<file path="src/rtl/ddr3_init_pkg.sv">
// Package: shared types for the DDR3 init sequencer.
// Assumes: exactly four mode registers, written in a fixed order.
package ddr3_init_pkg;

    typedef enum logic [2:0] {
        ST_IDLE,
        ST_RST,
        ST_CKE,
        ST_XPR,
        ST_MR,
        ST_ZQ,
        ST_DONE
    } init_state_e;

    typedef enum logic [1:0] {
        CMD_DES,
        CMD_NOP,
        CMD_MRS,
        CMD_ZQCL
    } init_cmd_e;

    // Maps a write slot (0..3) to the mode register number the device
    // expects in that slot.
    function automatic logic [1:0] mr_for_slot(input logic [1:0] slot);
        case (slot)
            2'd0:    mr_for_slot = 2'd2;
            2'd1:    mr_for_slot = 2'd3;
            2'd2:    mr_for_slot = 2'd1;
            default: mr_for_slot = 2'd0;
        endcase
    endfunction

endpackage

</file>
<file path="src/rtl/init_timer.sv">
// Module: down-counting wait timer.
// A load of N makes zero_o go high on the N-th cycle after the load edge.
// Assumes: load_val >= 1 whenever load_i is high.
module init_timer #(
    parameter int CNT_W = 20
) (
    input  logic             clk,
    input  logic             rst_n,
    input  logic             load_i,
    input  logic [CNT_W-1:0] load_val_i,
    output logic             zero_o
);

    logic [CNT_W-1:0] cnt_q;

    // Load the count minus one, then count down to zero and hold there.
    always_ff @(posedge clk) begin
        if (!rst_n) begin
            cnt_q <= '0;
        end else if (load_i) begin
            cnt_q <= load_val_i - CNT_W'(1);
        end else if (cnt_q != '0) begin
            cnt_q <= cnt_q - CNT_W'(1);
        end
    end

    assign zero_o = (cnt_q == '0);

endmodule

</file>
<file path="src/rtl/init_cmd_enc.sv">
// Module: turns the sequencer's command request into pin levels.
// Assumes: ROW_W > 10, because the ZQ long command needs address bit 10.
module init_cmd_enc
    import ddr3_init_pkg::*;
#(
    parameter int ROW_W = 13,
    parameter int BA_W  = 3
) (
    input  init_cmd_e             cmd_i,
    input  logic [1:0]            mr_sel_i,
    input  logic [3:0][ROW_W-1:0] mr_vals_i,
    output logic                  cs_n_o,
    output logic                  ras_n_o,
    output logic                  cas_n_o,
    output logic                  we_n_o,
    output logic [BA_W-1:0]       ba_o,
    output logic [ROW_W-1:0]      addr_o
);

    localparam int ZQ_BIT = 10;

    // Select the strobe pattern, bank and address for the requested command.
    always_comb begin
        cs_n_o  = 1'b1;
        ras_n_o = 1'b1;
        cas_n_o = 1'b1;
        we_n_o  = 1'b1;
        ba_o    = '0;
        addr_o  = '0;
        case (cmd_i)
            CMD_NOP: begin
                cs_n_o = 1'b0;
            end
            CMD_MRS: begin
                cs_n_o  = 1'b0;
                ras_n_o = 1'b0;
                cas_n_o = 1'b0;
                we_n_o  = 1'b0;
                ba_o    = BA_W'(mr_sel_i);
                addr_o  = mr_vals_i[mr_sel_i];
            end
            CMD_ZQCL: begin
                cs_n_o         = 1'b0;
                we_n_o         = 1'b0;
                addr_o[ZQ_BIT] = 1'b1;
            end
            default: begin
            end
        endcase
    end

endmodule

</file>
<file path="src/rtl/init_fsm.sv">
// Module: bring-up state machine.
// Every state that waits loads the timer on entry. A mode-register or ZQ
// state issues its command in its first cycle only and then idles with
// no-operations until the timer reaches zero.
// Assumes: all interval parameters are >= 1.
module init_fsm
    import ddr3_init_pkg::*;
#(
    parameter int CNT_W  = 20,
    parameter int T_RST  = 160000,
    parameter int T_CKE  = 400000,
    parameter int T_XPR  = 216,
    parameter int T_MRD  = 4,
    parameter int T_MOD  = 12,
    parameter int T_ZQ   = 512
) (
    input  logic             clk,
    input  logic             rst_n,
    input  logic             pwr_good,
    input  logic             zero_i,
    output logic             load_o,
    output logic [CNT_W-1:0] load_val_o,
    output init_state_e      state_o,
    output logic             first_o,
    output logic [1:0]       slot_o
);

    init_state_e state_q, state_d;
    logic [1:0]  slot_q, slot_d;
    logic        first_q;

    // Next-state, slot and timer-load decisions.
    always_comb begin
        state_d    = state_q;
        slot_d     = slot_q;
        load_o     = 1'b0;
        load_val_o = '0;
        if (!pwr_good) begin
            state_d = ST_IDLE;
        end else begin
            case (state_q)
                ST_IDLE: begin
                    state_d    = ST_RST;
                    load_o     = 1'b1;
                    load_val_o = CNT_W'(T_RST);
                end
                ST_RST: if (zero_i) begin
                    state_d    = ST_CKE;
                    load_o     = 1'b1;
                    load_val_o = CNT_W'(T_CKE);
                end
                ST_CKE: if (zero_i) begin
                    state_d    = ST_XPR;
                    load_o     = 1'b1;
                    load_val_o = CNT_W'(T_XPR);
                end
                ST_XPR: if (zero_i) begin
                    state_d    = ST_MR;
                    slot_d     = 2'd0;
                    load_o     = 1'b1;
                    load_val_o = CNT_W'(T_MRD);
                end
                ST_MR: if (zero_i) begin
                    load_o = 1'b1;
                    if (slot_q == 2'd3) begin
                        state_d    = ST_ZQ;
                        load_val_o = CNT_W'(T_ZQ);
                    end else begin
                        slot_d     = slot_q + 2'd1;
                        load_val_o = (slot_q == 2'd2) ? CNT_W'(T_MOD)
                                                      : CNT_W'(T_MRD);
                    end
                end
                ST_ZQ: if (zero_i) begin
                    state_d = ST_DONE;
                end
                default: begin
                end
            endcase
        end
    end

    // State, slot and first-cycle flag registers.
    always_ff @(posedge clk) begin
        if (!rst_n) begin
            state_q <= ST_IDLE;
            slot_q  <= 2'd0;
            first_q <= 1'b0;
        end else begin
            state_q <= state_d;
            slot_q  <= slot_d;
            first_q <= load_o;
        end
    end

    assign state_o = state_q;
    assign first_o = first_q;
    assign slot_o  = slot_q;

endmodule

</file>
<file path="src/rtl/ddr3_init_seq.sv">
// Module: top of the DDR3 power-up initialization sequencer.
// Drives reset, clock enable, termination and the command pins from the
// first power-good cycle up to the completion flag.
// Assumes: power-good is synchronous to clk. Intervals are in clk cycles.
module ddr3_init_seq
    import ddr3_init_pkg::*;
#(
    parameter int ROW_W  = 13,
    parameter int BA_W   = 3,
    parameter int CNT_W  = 20,
    parameter int T_RST  = 160000,
    parameter int T_CKE  = 400000,
    parameter int T_XPR  = 216,
    parameter int T_MRD  = 4,
    parameter int T_MOD  = 12,
    parameter int T_ZQ   = 512
) (
    input  logic             clk,
    input  logic             rst_n,
    input  logic             pwr_good,
    input  logic [ROW_W-1:0] mr0_val,
    input  logic [ROW_W-1:0] mr1_val,
    input  logic [ROW_W-1:0] mr2_val,
    input  logic [ROW_W-1:0] mr3_val,
    output logic             mem_reset_n,
    output logic             mem_cke,
    output logic             mem_odt,
    output logic             mem_cs_n,
    output logic             mem_ras_n,
    output logic             mem_cas_n,
    output logic             mem_we_n,
    output logic [BA_W-1:0]  mem_ba,
    output logic [ROW_W-1:0] mem_addr,
    output logic             init_done
);

    logic                  tmr_load;
    logic [CNT_W-1:0]      tmr_val;
    logic                  tmr_zero;
    init_state_e           state;
    logic                  first;
    logic [1:0]            slot;
    init_cmd_e             cmd;
    logic [3:0][ROW_W-1:0] mr_vals;

    assign mr_vals = {mr3_val, mr2_val, mr1_val, mr0_val};

    init_timer #(.CNT_W(CNT_W)) u_timer (
        .clk        (clk),
        .rst_n      (rst_n),
        .load_i     (tmr_load),
        .load_val_i (tmr_val),
        .zero_o     (tmr_zero)
    );

    init_fsm #(
        .CNT_W (CNT_W),
        .T_RST (T_RST),
        .T_CKE (T_CKE),
        .T_XPR (T_XPR),
        .T_MRD (T_MRD),
        .T_MOD (T_MOD),
        .T_ZQ  (T_ZQ)
    ) u_fsm (
        .clk        (clk),
        .rst_n      (rst_n),
        .pwr_good   (pwr_good),
        .zero_i     (tmr_zero),
        .load_o     (tmr_load),
        .load_val_o (tmr_val),
        .state_o    (state),
        .first_o    (first),
        .slot_o     (slot)
    );

    // Choose the command for this cycle from the state and first-cycle flag.
    always_comb begin
        case (state)
            ST_IDLE, ST_RST: cmd = CMD_DES;
            ST_MR:           cmd = first ? CMD_MRS  : CMD_NOP;
            ST_ZQ:           cmd = first ? CMD_ZQCL : CMD_NOP;
            default:         cmd = CMD_NOP;
        endcase
    end

    init_cmd_enc #(.ROW_W(ROW_W), .BA_W(BA_W)) u_enc (
        .cmd_i     (cmd),
        .mr_sel_i  (mr_for_slot(slot)),
        .mr_vals_i (mr_vals),
        .cs_n_o    (mem_cs_n),
        .ras_n_o   (mem_ras_n),
        .cas_n_o   (mem_cas_n),
        .we_n_o    (mem_we_n),
        .ba_o      (mem_ba),
        .addr_o    (mem_addr)
    );

    assign mem_reset_n = (state != ST_IDLE) && (state != ST_RST);
    assign mem_cke     = (state == ST_XPR) || (state == ST_MR) ||
                         (state == ST_ZQ)  || (state == ST_DONE);
    assign mem_odt     = 1'b0;
    assign init_done   = (state == ST_DONE);

endmodule

</file>
<file path="config.mk">
export PLATFORM = sky130hd
export DESIGN_NAME = ddr3_init_seq
export DESIGN_NICKNAME = d
export VERILOG_FILES = /design/src/rtl/ddr3_init_pkg.sv /design/src/rtl/init_timer.sv /design/src/rtl/init_cmd_enc.sv /design/src/rtl/init_fsm.sv /design/src/rtl/ddr3_init_seq.sv
export SDC_FILE = /design/constraint.sdc
export NUM_CORES = 1
export LEC_CHECK = 0
export BUFFER_PORTS_ARGS = -buffer_cell sky130_fd_sc_hd__clkbuf_2
export CAP_MARGIN = 5
export CORE_MARGIN = 2
export CORE_UTILIZATION = 55
export DETAILED_ROUTE_END_ITERATION = 10
export PLACE_DENSITY = 0.85
export SYNTH_ARGS = -nofsm -noshare
export SYNTH_HDL_FRONTEND = slang
export SYNTH_SLANG_ARGS = --single-unit
</file>
<file path="constraint.sdc">
create_clock -name clk -period 9.1 [get_ports clk]
set_clock_uncertainty 0.1 [all_clocks]
set_input_delay 2.73 -clock clk [delete_from_list [all_inputs] [get_ports clk]]
set_output_delay 2.73 -clock clk [all_outputs]
set_load 0.02 [all_outputs]
</file>
==> results of run 1 <==
[how the worst min path moves through the flow]
| stage | to | slack [ns] | depth (start not counted) |
|---|---|---|---|
| floorplan | u_timer.cnt_q[0] | 0.36 | 1 |
| global placement | u_timer.cnt_q[0] | 0.38 | 1 |
| detailed placement | u_timer.cnt_q[19] | 0.39 | 1 |
| CTS | u_timer.cnt_q[19] | 0.40 | 1 |
| global route | u_timer.cnt_q[19] | 0.42 | 1 |
| finish | u_timer.cnt_q[19] | 0.41 | 1 |
[cell families (layout without fill, tap and decap cells)]
kind of cell / count (synthesis) / in the layout
AND/OR/NAND/NOR: 135 / 135
AO/OA/AOI/OAI: 64 / 64
buffers and inverters: 28 / 89
flip-flops: 26 / 26
multiplexers: 19 / 19
adder cells (fa/ha/maj): 5 / 5
XOR/XNOR: 5 / 5
other: 1 / 2
[layer usage]
layer | GRT usage | share of wire | up-vias | routed length, um
met4 | 0.0975 | 0.017 | 0 | 109
met5 | 0 | 0 | - | 0
met2 | 0.471 | 0.48 | 131 | 3040
li1 | - | - | 1180 | -
met1 | 0.333 | 0.40 | 1156 | 2510
met3 | 0.0378 | 0.10 | 13 | 638
[through the flow]
step                utilization  setup WS (ns)
floorplan                     -           2.91
global placement          0.664           2.69
detailed placement        0.664           2.67
CTS                       0.678           2.67
global route              0.678           2.63
finish                    0.678           2.66
[cell usage in the layout (no fill, tap or decap), types with 3 or more instances in the layout]
cell | synthesis | layout
clkbuf_8 | 0 | 4
nor2_1 | 31 | 31
or3_1 | 7 | 7
or2_2 | 4 | 4
o22ai_1 | 3 | 3
o21ai_0 | 14 | 13
clkbuf_2 | 0 | 76
and3_1 | 5 | 5
xor2_1 | 3 | 3
nor3_1 | 9 | 9
a31oi_1 | 7 | 7
nand2_1 | 23 | 23
nand3_1 | 8 | 8
inv_1 | 7 | 7
o211ai_1 | 4 | 4
a211oi_1 | 4 | 4
nor4_1 | 3 | 3
dfxtp_1 | 26 | 26
nand4_1 | 8 | 8
nand2b_1 | 5 | 5
mux2i_1 | 5 | 5
ha_1 | 5 | 5
mux4_2 | 13 | 13
nor2b_1 | 13 | 13
a21oi_1 | 13 | 13
[power breakdown]
part	leakage, uW	switching (uW)	internal, uW
sequential	0.000214	12.2	125
combinational	0.000916	62.2	51.7
clock	0.0000288	39.5	38.8
[cell usage after synthesis (7+ instances only)]
| master | n | area [um^2] |
|---|---|---|
| a21oi_1 | 13 | 65.1 |
| inv_1 | 7 | 26.3 |
| or3_1 | 7 | 43.8 |
| nor2b_1 | 13 | 81.3 |
| nand3_1 | 8 | 40.0 |
| a31oi_1 | 7 | 43.8 |
| nand2_1 | 23 | 86.3 |
| nor2_1 | 31 | 116 |
| o21ai_0 | 14 | 70.1 |
| nor3_1 | 9 | 45.0 |
| clkbuf_1 | 14 | 52.6 |
| mux4_2 | 13 | 293 |
| dfxtp_1 | 26 | 521 |
| nand4_1 | 8 | 50.1 |
[sequential cells by signal, summed over array words and instances, names as in the netlist]
signal / count
u_timer.cnt_q: 20
u_fsm.state_o: 3
u_fsm.slot_o: 2
u_fsm.first_o: 1
[area by class of cell]
type	count	area share
flip-flops and latches	26	0.192
repair buffers	77	0.143
clock buffers	4	0.0203
multi-input cells	230	0.610
inverters	8	0.0111
well taps	50	0.0231
==> impl_metrics.csv, run 1 <==
group,metric,value,unit
run_status,status,"complete, no violations",
timing,min_period,6.44,ns
clock_tree,cts_hold_buffers,0,
global_route,antenna_found_initial,0,
critical_path,cp.depth,4,
synth,synth_compound_area_frac,0.192,
floorplanning,io_pins,79,
critical_path,r2r-end,"u_timer.cnt_q[12]",
detailed_routing,wl_per_cell,15.9,um
synth,seq_area_frac_synth,0.228,
timing,finalMaxSlewViolations,0,
clock_tree,clkTransAtPathRegs,0.10,ns
synth,synth_cells,283,
timing,setup_tns,0,ns
finish,multi_input_area,0.00165,mm^2
timing,setup_violations,0,
finish,syn_to_final_growth,18.7,%
place,place_inst,391,
place,hpwl,4.65,mm
finish,instances_no_fill,395,
worst_hold_path,hp-class,"reg2reg",
critical_path,path_common_cell,"clkbuf_2",
critical_path,cp.arrival,3.61,ns
place,gp_congestion,0.906,
critical_path,cp.required,6.27,ns
critical_path,end_kind,"output port",
critical_path,slowest_delay,0.49,ns
clock_tree,tritoncts,"built",
synth,ys_ff_latch,26,
floorplanning,core_area,0.00400,mm^2
synth,synth.area.mux_share,0.157,
timing,whs,0.405,ns
synth,ys_async_sr_fraction,0,
clock_tree,insertion_delay,0.28,ns
synth,syn-cell-area,0.00228,mm^2
synth,yosysUniqueCellTypes,61,
clock_tree,cts_max_level,1,
global_route,grt_max_degree,20,
finish,seqCellArea,520,um^2
timing,rsz0062_at_grt,"false",
floorplanning,rows,23,
floorplanning,die_h,68.4,um
critical_path,r2r_start,"u_timer.cnt_q[15]",
floorplanning,die-area,0.00468,mm^2
critical_path,cp-endpoint,"mem_addr[7]",
synth,synth_top_family_by_area,"simple AND/OR/NAND/NOR gates",
clock_tree,cts_made_buffers,3,
finish,stdcell_area,0.00271,mm^2
critical_path,start_kind,"input port",
synth,yosysWarnings,0,
power_and_ir_drop,peakVddDrop,0.0916,mV
floorplanning,die_w,68.4,um
synth,synth_edf_count,0,
timing,worst_pin_slew,1.20,ns
critical_path,path_cells,"clkbuf_2 -> mux4_2 -> nor2b_1 -> clkbuf_2",
synth,synth-main-ff-cell,"dfxtp_1",
critical_path,critical_path_class,"in2out",
synth,syn_area_per_cell,8.07,um^2
clock_tree,cts-root-buf,"clkbuf_8",
timing,max_slew_margin,0.199,
clock_tree,clock-sinks,26,
worst_hold_path,min_from,"u_timer.cnt_q[19]",
floorplanning,start_util,0.571,
global_route,first_global_vias,2100,
power_and_ir_drop,total_power,329,uW
detailed_routing,via_per_inst,6.28,
detailed_routing,route.detailed.drc,0,
clock_tree,cts_resized,0,
finish,n_antenna_cell,0,
detailed_routing,dr.pass1.iters,5,
detailed_routing,first_iter_violations,267,
timing,finalHoldViolCount,0,
place,postPlaceCellArea,0.00266,mm^2
synth,synthSimpleGateAreaFrac,0.323,
global_route,gr-total-overflow,0,
detailed_routing,routed_wirelength,6.30,mm
detailed_routing,vias,2480,
clock_tree,cts.path.max_buffers,2,
power_and_ir_drop,powerDensity,122,mW/mm^2
clock_tree,postCtsSetupBuffers,0,
critical_path,worst-path-buf-inv,2,
finish,layout.nets,406,
power_and_ir_drop,leakagePower,0.00116,uW
critical_path,cpMaxStageDelayCell,"mux4_2",
finish,drive_above_1_share,0.322,
synth,synth_fa_ha_area_frac,0.0274,
detailed_routing,ant_nets,0,
synth,synth_xor_area_frac,0.0192,
critical_path,r2r_slack,5.40,ns
global_route,grt_pass1_wl,9.55,mm
critical_path,cp-startpoint,"mr0_val[7]",
timing,period_share,0.707,
critical_path,cp_top_family,"multiplexers",
finish,fillers,335,
place,portBuffers,76,
critical_path,rr_worst_depth,10,
timing,fmax,155,MHz
global_route,track_usage,0.269,
critical_path,path_max_fanout,1,
run,drv_cap,0,
(Power assumes the default switching activity.)
==> run 2, diff against run 1 <==
Settings changed: CORE_UTILIZATION 55 to 51, PLACE_DENSITY 0.85 to 0.79.
Clock period 9.1 ns to 6.5 ns, I/O delays scaled along.
==> run 2 against run 1 <==
  * Final cell count grew 0.76%
  * Sequential share of layout area shrank 0.097 points
  * Non-clock buffer count grew 1
  * Design area grew 0.51%
  * Routed wire length shrank 0.60%
  * Clock power grew 39%
  * Combinational power grew 39%
  * Die area grew 7.4%
  * Clock-buffer cell count is the same
  * Global-route usage shrank 2.2 points
==> impl_metrics.csv, run 2 (synthesis results as in run 1) <==
group,metric,value,unit
global_route,antenna_found_initial,0,
timing,rsz0062_at_grt,"false",
place,gp_congestion,0.898,
detailed_routing,wl_per_cell,15.7,um
finish,drive_above_1_share,0.324,
global_route,first_global_vias,2264,
clock_tree,cts_hold_buffers,0,
clock_tree,cts.path.max_buffers,2,
run,drv_cap,0,
critical_path,worst-path-buf-inv,2,
timing,max_slew_margin,0.346,
detailed_routing,ant_nets,0,
floorplanning,die_h,70.9,um
place,postPlaceCellArea,0.00266,mm^2
floorplanning,io_pins,79,
timing,fmax,206,MHz
critical_path,cp_top_family,"multiplexers",
clock_tree,cts_resized,0,
critical_path,path_common_cell,"clkbuf_2",
clock_tree,cts_made_buffers,3,
detailed_routing,dr.pass1.iters,4,
floorplanning,start_util,0.528,
timing,setup_violations,0,
place,place_inst,393,
finish,stdcell_area,0.00272,mm^2
timing,whs,0.400,ns
detailed_routing,via_per_inst,6.19,
timing,min_period,4.85,ns
finish,layout_common_cells,"76 x clkbuf_2, 31 x nor2_1, 26 x dfxtp_1",
place,hpwl,4.76,mm
detailed_routing,vias,2463,
critical_path,critical_path_class,"in2out",
detailed_routing,route.detailed.drc,0,
critical_path,path_max_fanout,1,
finish,layout.nets,407,
detailed_routing,routed_wirelength,6.26,mm
critical_path,start_kind,"input port",
clock_tree,cts_max_level,1,
finish,final_common_cell,"clkbuf_2",
finish,fillers,394,
run_status,status,"complete, no violations",
detailed_routing,first_iter_violations,218,
finish,syn_to_final_growth,19.3,%
worst_hold_path,hp-class,"reg2reg",
floorplanning,die_w,70.9,um
critical_path,cpMaxStageDelayCell,"mux4_2",
floorplanning,die-area,0.00503,mm^2
timing,worst_pin_slew,0.975,ns
finish,instances_no_fill,398,
finish,largest_reg_flops,20,
clock_tree,clock-sinks,26,
critical_path,end_kind,"output port",
floorplanning,core_area,0.00432,mm^2
finish,regMostFlops,"u_timer.cnt_q",
critical_path,path_cells,"clkbuf_2 -> mux4_2 -> nor2b_1 -> clkbuf_2",
clock_tree,insertion_delay,0.28,ns
power_and_ir_drop,leakagePower,0.00116,uW
power_and_ir_drop,peakVddDrop,0.117,mV
clock_tree,postCtsSetupBuffers,0,
clock_tree,cts-root-buf,"clkbuf_8",
timing,period_share,0.747,
floorplanning,rows,24,
timing,setup_tns,0,ns
timing,finalHoldViolCount,0,
place,portBuffers,76,
timing,finalMaxSlewViolations,0,
critical_path,slowest_delay,0.46,ns
power_and_ir_drop,powerDensity,169,mW/mm^2
clock_tree,tritoncts,"built",
critical_path,cp.arrival,2.80,ns
critical_path,cp.required,4.45,ns
global_route,gr-total-overflow,0,
finish,n_antenna_cell,0,
clock_tree,clkTransAtPathRegs,0.09,ns
global_route,track_usage,0.247,
global_route,grt_max_degree,20,
global_route,grt_pass1_wl,10.2,mm
-- run 2: worst reg2reg max path, delay by kind of cell (launching register included) --
| family | cells | cell delay (ns) |
|---|---|---|
| and+or+nand+nor | 7 | 2.36 |
| adders and majority gates | 1 | 0.25 |
| DFF | 1 | 0.34 |
| AOI/OAI and AO/OA | 2 | 0.58 |
-- run 2: final timing paths --
path	start	end	slack, ns	depth (start not counted)
max	mr1_val[9]	mem_addr[9]	1.65	4
min	u_timer.cnt_q[19]	u_timer.cnt_q[19]	0.40	1
max reg2reg	u_timer.cnt_q[15]	u_timer.cnt_q[12]	2.75	10
min reg2reg	u_timer.cnt_q[19]	u_timer.cnt_q[19]	0.40	1
-- run 2: cell type report --
cell class,instances,area [um^2],share of cell area
multi-input combinational,230,1650,0.607
inverter,8,30.0,0.0110
tap,52,65.1,0.0239
clock buffer,4,55.1,0.0202
timing repair buffer,78,399,0.147
sequential,26,520,0.191
-- run 2: metal layers --
metal,up-vias,wire length [um],track usage
li1,1182,-,-
met5,-,0,0
met4,0,84,0.0776
met1,1162,2580,0.317
met3,9,571,0.0342
met2,110,3030,0.431
-- run 2: stage by stage --
stage	setup slack [ns]	total power (uW)	util
floorplan	1.87	309	-
global placement	1.67	347	0.615
detailed placement	1.64	351	0.615
CTS	1.64	460	0.627
global route	1.62	485	0.630
finish	1.65	459	0.630
-- run 2: report_power, final --
part / total, uW / switching, uW / internal (uW)
clock: 109 / 54.2 / 54.3
combinational: 158 / 86.0 / 72.4
sequential: 192 / 17.5 / 175
total: 459 / 158 / 302
